### config.mk
export PLATFORM = sky130hd
export DESIGN_NAME = store_queue
export DESIGN_NICKNAME = d
export VERILOG_FILES = /design/src/rtl/sq_pkg.sv /design/src/rtl/sq_match.sv /design/src/rtl/sq_pick.sv /design/src/rtl/store_queue.sv
export SDC_FILE = /design/constraint.sdc
export NUM_CORES = 2
export LEC_CHECK = 0
export ABC_AREA = 1
export BUFFER_PORTS_ARGS = -buffer_cell sky130_fd_sc_hd__buf_4
export CORE_UTILIZATION = 50
export DETAILED_ROUTE_END_ITERATION = 12
export HOLD_SLACK_MARGIN = 0.05
export PLACE_DENSITY = 0.68
export SLEW_MARGIN = 20
export SYNTH_ARGS = -nofsm -noshare
export SYNTH_HDL_FRONTEND = slang
export SYNTH_SLANG_ARGS = --single-unit
export TNS_END_PERCENT = 5
### constraint.sdc
create_clock -name clk -period 16.7 [get_ports clk]
set_clock_uncertainty 0.15 [all_clocks]
set_input_delay 3.34 -clock clk [delete_from_list [all_inputs] [get_ports clk]]
set_output_delay 3.34 -clock clk [all_outputs]
set_load 0.01 [all_outputs]
### src/rtl/sq_pkg.sv
package sq_pkg;
    localparam int SQ_DEPTH = 8;
    localparam int SQ_AW    = 32;
    localparam int SQ_DW    = 32;

    typedef enum logic [1:0] {
        LD_MISS = 2'd0,
        LD_HIT  = 2'd1,
        LD_WAIT = 2'd2
    } ld_res_e;
endpackage

### src/rtl/sq_match.sv
module sq_match #(
    parameter int DEPTH = 8,
    parameter int AW    = 32,
    localparam int IW   = $clog2(DEPTH),
    localparam int PW   = IW + 1
) (
    input  logic [PW-1:0]             head,
    input  logic [PW-1:0]             ld_pos,
    input  logic [AW-1:0]             ld_addr,
    input  logic [DEPTH-1:0]          av,
    input  logic [DEPTH-1:0][AW-1:0]  addr,
    output logic [DEPTH-1:0]          match_age,
    output logic [DEPTH-1:0]          unk_age
);
    logic [PW-1:0] older_cnt;
    assign older_cnt = ld_pos - head;

    // index k of the outputs is the k-th oldest slot
    for (genvar k = 0; k < DEPTH; k++) begin : g_age
        logic [IW-1:0] phys;
        logic          older;
        assign phys         = head[IW-1:0] + IW'(k);
        assign older        = PW'(k) < older_cnt;
        assign match_age[k] = older && av[phys] && (addr[phys] == ld_addr);
        assign unk_age[k]   = older && !av[phys];
    end
endmodule

### src/rtl/sq_pick.sv
module sq_pick
    import sq_pkg::*;
#(
    parameter int DEPTH = 8,
    localparam int IW   = $clog2(DEPTH)
) (
    input  logic [DEPTH-1:0] match_age,
    input  logic [DEPTH-1:0] unk_age,
    output ld_res_e          res,
    output logic [IW-1:0]    sel_off
);
    logic any_match;

    always_comb begin
        any_match = 1'b0;
        sel_off   = '0;
        for (int k = 0; k < DEPTH; k++) begin
            if (match_age[k]) begin
                any_match = 1'b1;
                sel_off   = IW'(k);
            end
        end
        if (|unk_age)       res = LD_WAIT;
        else if (any_match) res = LD_HIT;
        else                res = LD_MISS;
    end
endmodule

### src/rtl/store_queue.sv
module store_queue
    import sq_pkg::*;
#(
    parameter int DEPTH = SQ_DEPTH,
    parameter int AW    = SQ_AW,
    parameter int DW    = SQ_DW,
    localparam int IW   = $clog2(DEPTH),
    localparam int PW   = IW + 1
) (
    input  logic          clk,
    input  logic          rst_n,
    input  logic          alloc_valid,
    output logic          alloc_ready,
    output logic [PW-1:0] alloc_pos,
    input  logic          res_valid,
    input  logic [IW-1:0] res_idx,
    input  logic [AW-1:0] res_addr,
    input  logic [DW-1:0] res_data,
    input  logic          cm_valid,
    input  logic [IW-1:0] cm_idx,
    input  logic          ld_valid,
    input  logic [PW-1:0] ld_pos,
    input  logic [AW-1:0] ld_addr,
    output logic          ld_hit,
    output logic          ld_wait,
    output logic [DW-1:0] ld_data,
    input  logic          flush_valid,
    input  logic [PW-1:0] flush_pos,
    output logic          mem_valid,
    input  logic          mem_ready,
    output logic [AW-1:0] mem_addr,
    output logic [DW-1:0] mem_data
);
    typedef struct packed {
        logic [PW-1:0]            head;
        logic [PW-1:0]            tail;
        logic [DEPTH-1:0]         av;
        logic [DEPTH-1:0]         cm;
        logic [DEPTH-1:0][AW-1:0] addr;
        logic [DEPTH-1:0][DW-1:0] data;
    } sq_state_t;

    sq_state_t state_d, state_q;

    logic          full, empty, alloc_fire, drain_fire;
    logic [IW-1:0] head_idx, tail_idx, sel_off, sel_idx;
    logic [PW-1:0] head_q;
    logic [DEPTH-1:0] match_age, unk_age;
    ld_res_e       ld_res;

    assign head_q   = state_q.head;
    assign head_idx = state_q.head[IW-1:0];
    assign tail_idx = state_q.tail[IW-1:0];
    assign empty    = state_q.head == state_q.tail;
    assign full     = (state_q.head[IW-1:0] == state_q.tail[IW-1:0]) &&
                      (state_q.head[IW] != state_q.tail[IW]);

    assign alloc_ready = !full && !flush_valid;
    assign alloc_pos   = state_q.tail;
    assign alloc_fire  = alloc_valid && alloc_ready;

    assign mem_valid  = !empty && state_q.av[head_idx] && state_q.cm[head_idx];
    assign mem_addr   = state_q.addr[head_idx];
    assign mem_data   = state_q.data[head_idx];
    assign drain_fire = mem_valid && mem_ready;

    sq_match #(.DEPTH(DEPTH), .AW(AW)) u_match (
        .head      (state_q.head),
        .ld_pos    (ld_pos),
        .ld_addr   (ld_addr),
        .av        (state_q.av),
        .addr      (state_q.addr),
        .match_age (match_age),
        .unk_age   (unk_age)
    );

    sq_pick #(.DEPTH(DEPTH)) u_pick (
        .match_age (match_age),
        .unk_age   (unk_age),
        .res       (ld_res),
        .sel_off   (sel_off)
    );

    assign sel_idx = head_idx + sel_off;
    assign ld_hit  = ld_valid && (ld_res == LD_HIT);
    assign ld_wait = ld_valid && (ld_res == LD_WAIT);
    assign ld_data = state_q.data[sel_idx];

    always_comb begin
        state_d = state_q;
        if (res_valid) begin
            state_d.av[res_idx]   = 1'b1;
            state_d.addr[res_idx] = res_addr;
            state_d.data[res_idx] = res_data;
        end
        if (cm_valid) begin
            state_d.cm[cm_idx] = 1'b1;
        end
        if (drain_fire) begin
            state_d.av[head_idx] = 1'b0;
            state_d.cm[head_idx] = 1'b0;
            state_d.head         = state_q.head + PW'(1);
        end
        if (flush_valid) begin
            state_d.tail = flush_pos;
        end else if (alloc_fire) begin
            state_d.av[tail_idx] = 1'b0;
            state_d.cm[tail_idx] = 1'b0;
            state_d.tail         = state_q.tail + PW'(1);
        end
    end

    always_ff @(posedge clk) begin
        if (!rst_n) begin
            state_q <= '0;
        end else begin
            state_q <= state_d;
        end
    end
endmodule

==> impl_metrics.csv <==
group,metric,value,unit
critical_path,cp_max_fo,65,
detailed_routing,drt-pass1-iter-count,7,
placed_design,routabilityCongestion,1.22,
detailed_routing,wl_met1,69700,um
floorplanning,row_count,100,
detailed_routing,top_layer,"met5",
timing,setup_slack,4.25,ns
clock_network,postCtsSetupBuffers,0,
critical_path,crit_slowest_cell,"clkinv_2",
floorplanning,die_y,276,um
final_layout,final_nets,6517,
clock_network,h-tree-depth,2,
final_layout,fillers,7627,
power_and_ir_drop,irDropWorstVdd,102,uV
detailed_routing,drt-initial-drc-count,6621,
floorplanning,core_area,0.0744,sq mm
floorplanning,dieArea,0.0764,sq mm
final_layout,final_cell_mix,"nor2_1 (1556), nand2_1 (1346), nand3_1 (1293)",
placed_design,port_buffers,221,
timing,min_period,12.45,ns
floorplanning,ios,222,
synth,async_reset_ff_share,0,%
clock_network,clk_pin_slew_worst_paths,0.06,ns
critical_path,worstSetupEndpointType,"primary output",
placed_design,pre_cts_ws,4.81,ns
clock_network,clockBufferDepth,3,
clock_network,post_cts_resized,0,
detailed_routing,route.met2.wl,82000,um
timing,setup_viol,0,
critical_path,cp-startpoint,"ld_pos[0]",
detailed_routing,route.met3.wl,20000,um
clock_network,cts.hold.buffers_added,0,
synth,synth_area,0.0376,sq mm
synth,syn_avg_cell_area,5.71,sq um
clock_network,cts_tree,"built",
synth,synth_edf_count,0,
critical_path,critPathLaunchType,"input pin",
floorplanning,start_util,50.5,%
timing,fin_crit_sh,74.6,%
timing,slew_headroom,15.8,%
run,max_cap_viol_count,0,
final_layout,final_common_cell,"nor2_1",
placed_design,placedCellCount,7294,
synth,seq_area_frac_synth,28.5,%
critical_path,reg2reg_from,"head_q[1]",
final_layout,utilization,55.0,%
final_layout,drive_above_1_share,6.56,%
critical_path,required,13.21,ns
power_and_ir_drop,p_leak,0.0192,uW
detailed_routing,viasPerCell,6.36,
floorplanning,fp.dieW,276,um
global_route,antenna_found_initial,17,
synth,synth_seq_cells,536,
critical_path,worst-endpoint-arrival,8.96,ns
placed_design,hpwl,129000,um
timing,slew_viol_final,0,
power_and_ir_drop,power.density,80.2,mW/mm^2
timing,rsz0062_at_grt,"no",
clock_network,insertion_delay,0.66,ns
detailed_routing,vias,47200,
timing,worst_pin_slew,1.26,ns
synth,synth_flop_cell,"dfxtp_1",
critical_path,path_class,"input pin to primary output",
detailed_routing,routedWlPerCell,25.3,um
critical_path,max_stage_delay,1.04,ns
final_layout,finalNonFillerCells,7421,
timing,fmax,80.3,MHz
global_route,gr-usage-all-layers,47.6,%
global_route,grt_overflow_total,0,
detailed_routing,drc,0,
timing,final.setup.tns,0,ns
global_route,grt_pass1_wl,276000,um
synth,yosysUniqueCellTypes,42,
synth,syn-instance-count,6587,
timing,hold_violations,0,
hold_path,worstHoldStart,"state_q[426]",
global_route,grt_pass1_vias,42800,
clock_network,clockRootBuffer,"clkbuf_16",
clock_network,cts_sinks,536,
synth,ys_warn_count,0,
hold_path,hp-class,"flip-flop to flip-flop",
final_layout,syn2layout_area_growth,8.76,%
outcome,status,"finished clean",
clock_network,cts_buffers,59,
synth,syn_nets,6718,
global_route,grt_max_degree,276,
detailed_routing,drtAntennaViolNets,0,
placed_design,dpl_cell_area,0.0387,sq mm
final_layout,finalInstanceArea,0.0409,sq mm
detailed_routing,drt-total-wl,188000,um
-- path summary, 6_finish.rpt --
kind | end | slack [ns] | cells past startpoint
worst min register to register | state_q[426] | 0.32 | 2
worst max register to register | head_q[3] | 12.54 | 12
worst min-delay path | state_q[426] | 0.32 | 2
worst max-delay path | ld_data[20] | 4.25 | 25
-- Yosys cell counts, drive strengths merged (3+ instances only) --
master	number	share of area, %
a21oi	30	0.40
a221oi	3	0.070
a31oi	33	0.55
and2	6	0.10
buf	177	2.5
clkbuf	361	3.8
clkinv	20	0.20
dfxtp	536	29
ha	11	0.37
inv	111	1.1
nand2	1349	13
nand3	1294	17
nand3b	5	0.10
nand4	32	0.53
nor2	1568	16
nor3	5	0.066
o2111ai	9	0.21
o211ai	22	0.44
o21ai	826	11
o22ai	99	1.6
or2	5	0.083
xnor2	3	0.070
xor2	67	1.6
-- flip-flops by register name, summed over array words and instances, names as in the netlist --
signal and cells:
alloc_pos 4, head_q 4, state_q 528
-- critical path, delay by kind of cell --
kind / cells / cell delay (ns)
simple gates: 9 / 1.02
buf+inv: 8 / 2.25
xor+xnor: 1 / 0.18
compound gates: 3 / 0.89
fa+ha+maj: 4 / 1.22
-- metrics by stage --
step	power (uW)	hold slack [ns]
after floorplan	1630	0.291
after global routing	3360	0.355
after CTS	3260	0.321
final	3280	0.322
after detailed placement	1820	0.311
after global placement	1820	0.306
-- power breakdown --
part	internal, uW	total (uW)	switching, uW	leakage [uW]
logic	128	452	324	0.0138
registers	1320	1360	37.3	0.00436
clock network	877	1470	593	0.00105
-- routing by layer --
layer,global-route usage (%),up-vias
li1,-,21500
met1,57.7,21600
met2,74.5,3326
met3,9.07,809
met4,36.7,2
met5,0,-
-- final cells by class --
type / instances / area, sq um / share of cell area (%)
multi-input combinational: 5382 / 24200 / 59.0
sequential: 536 / 10700 / 26.2
timing repair buffer: 276 / 2120 / 5.17
clock buffer: 78 / 1610 / 3.93
tap: 969 / 1210 / 2.96
clock inverter: 32 / 527 / 1.29
inverter: 131 / 527 / 1.29
antenna: 17 / 42.5 / 0.104
-- cell families (layout without fill, tap and decap cells) --
family	Yosys count	in the layout	share of synthesized area, %
buffers and inverters	669	517	7.59
AO/OA/AOI/OAI	1030	1030	14.5
XOR/XNOR	70	70	1.63
AND/OR/NAND/NOR	4269	4269	47.3
other	0	17	0
flip-flops	536	536	28.5
adder cells (fa/ha/maj)	13	13	0.472
No activity file was read; power rests on OpenSTA's default activity.
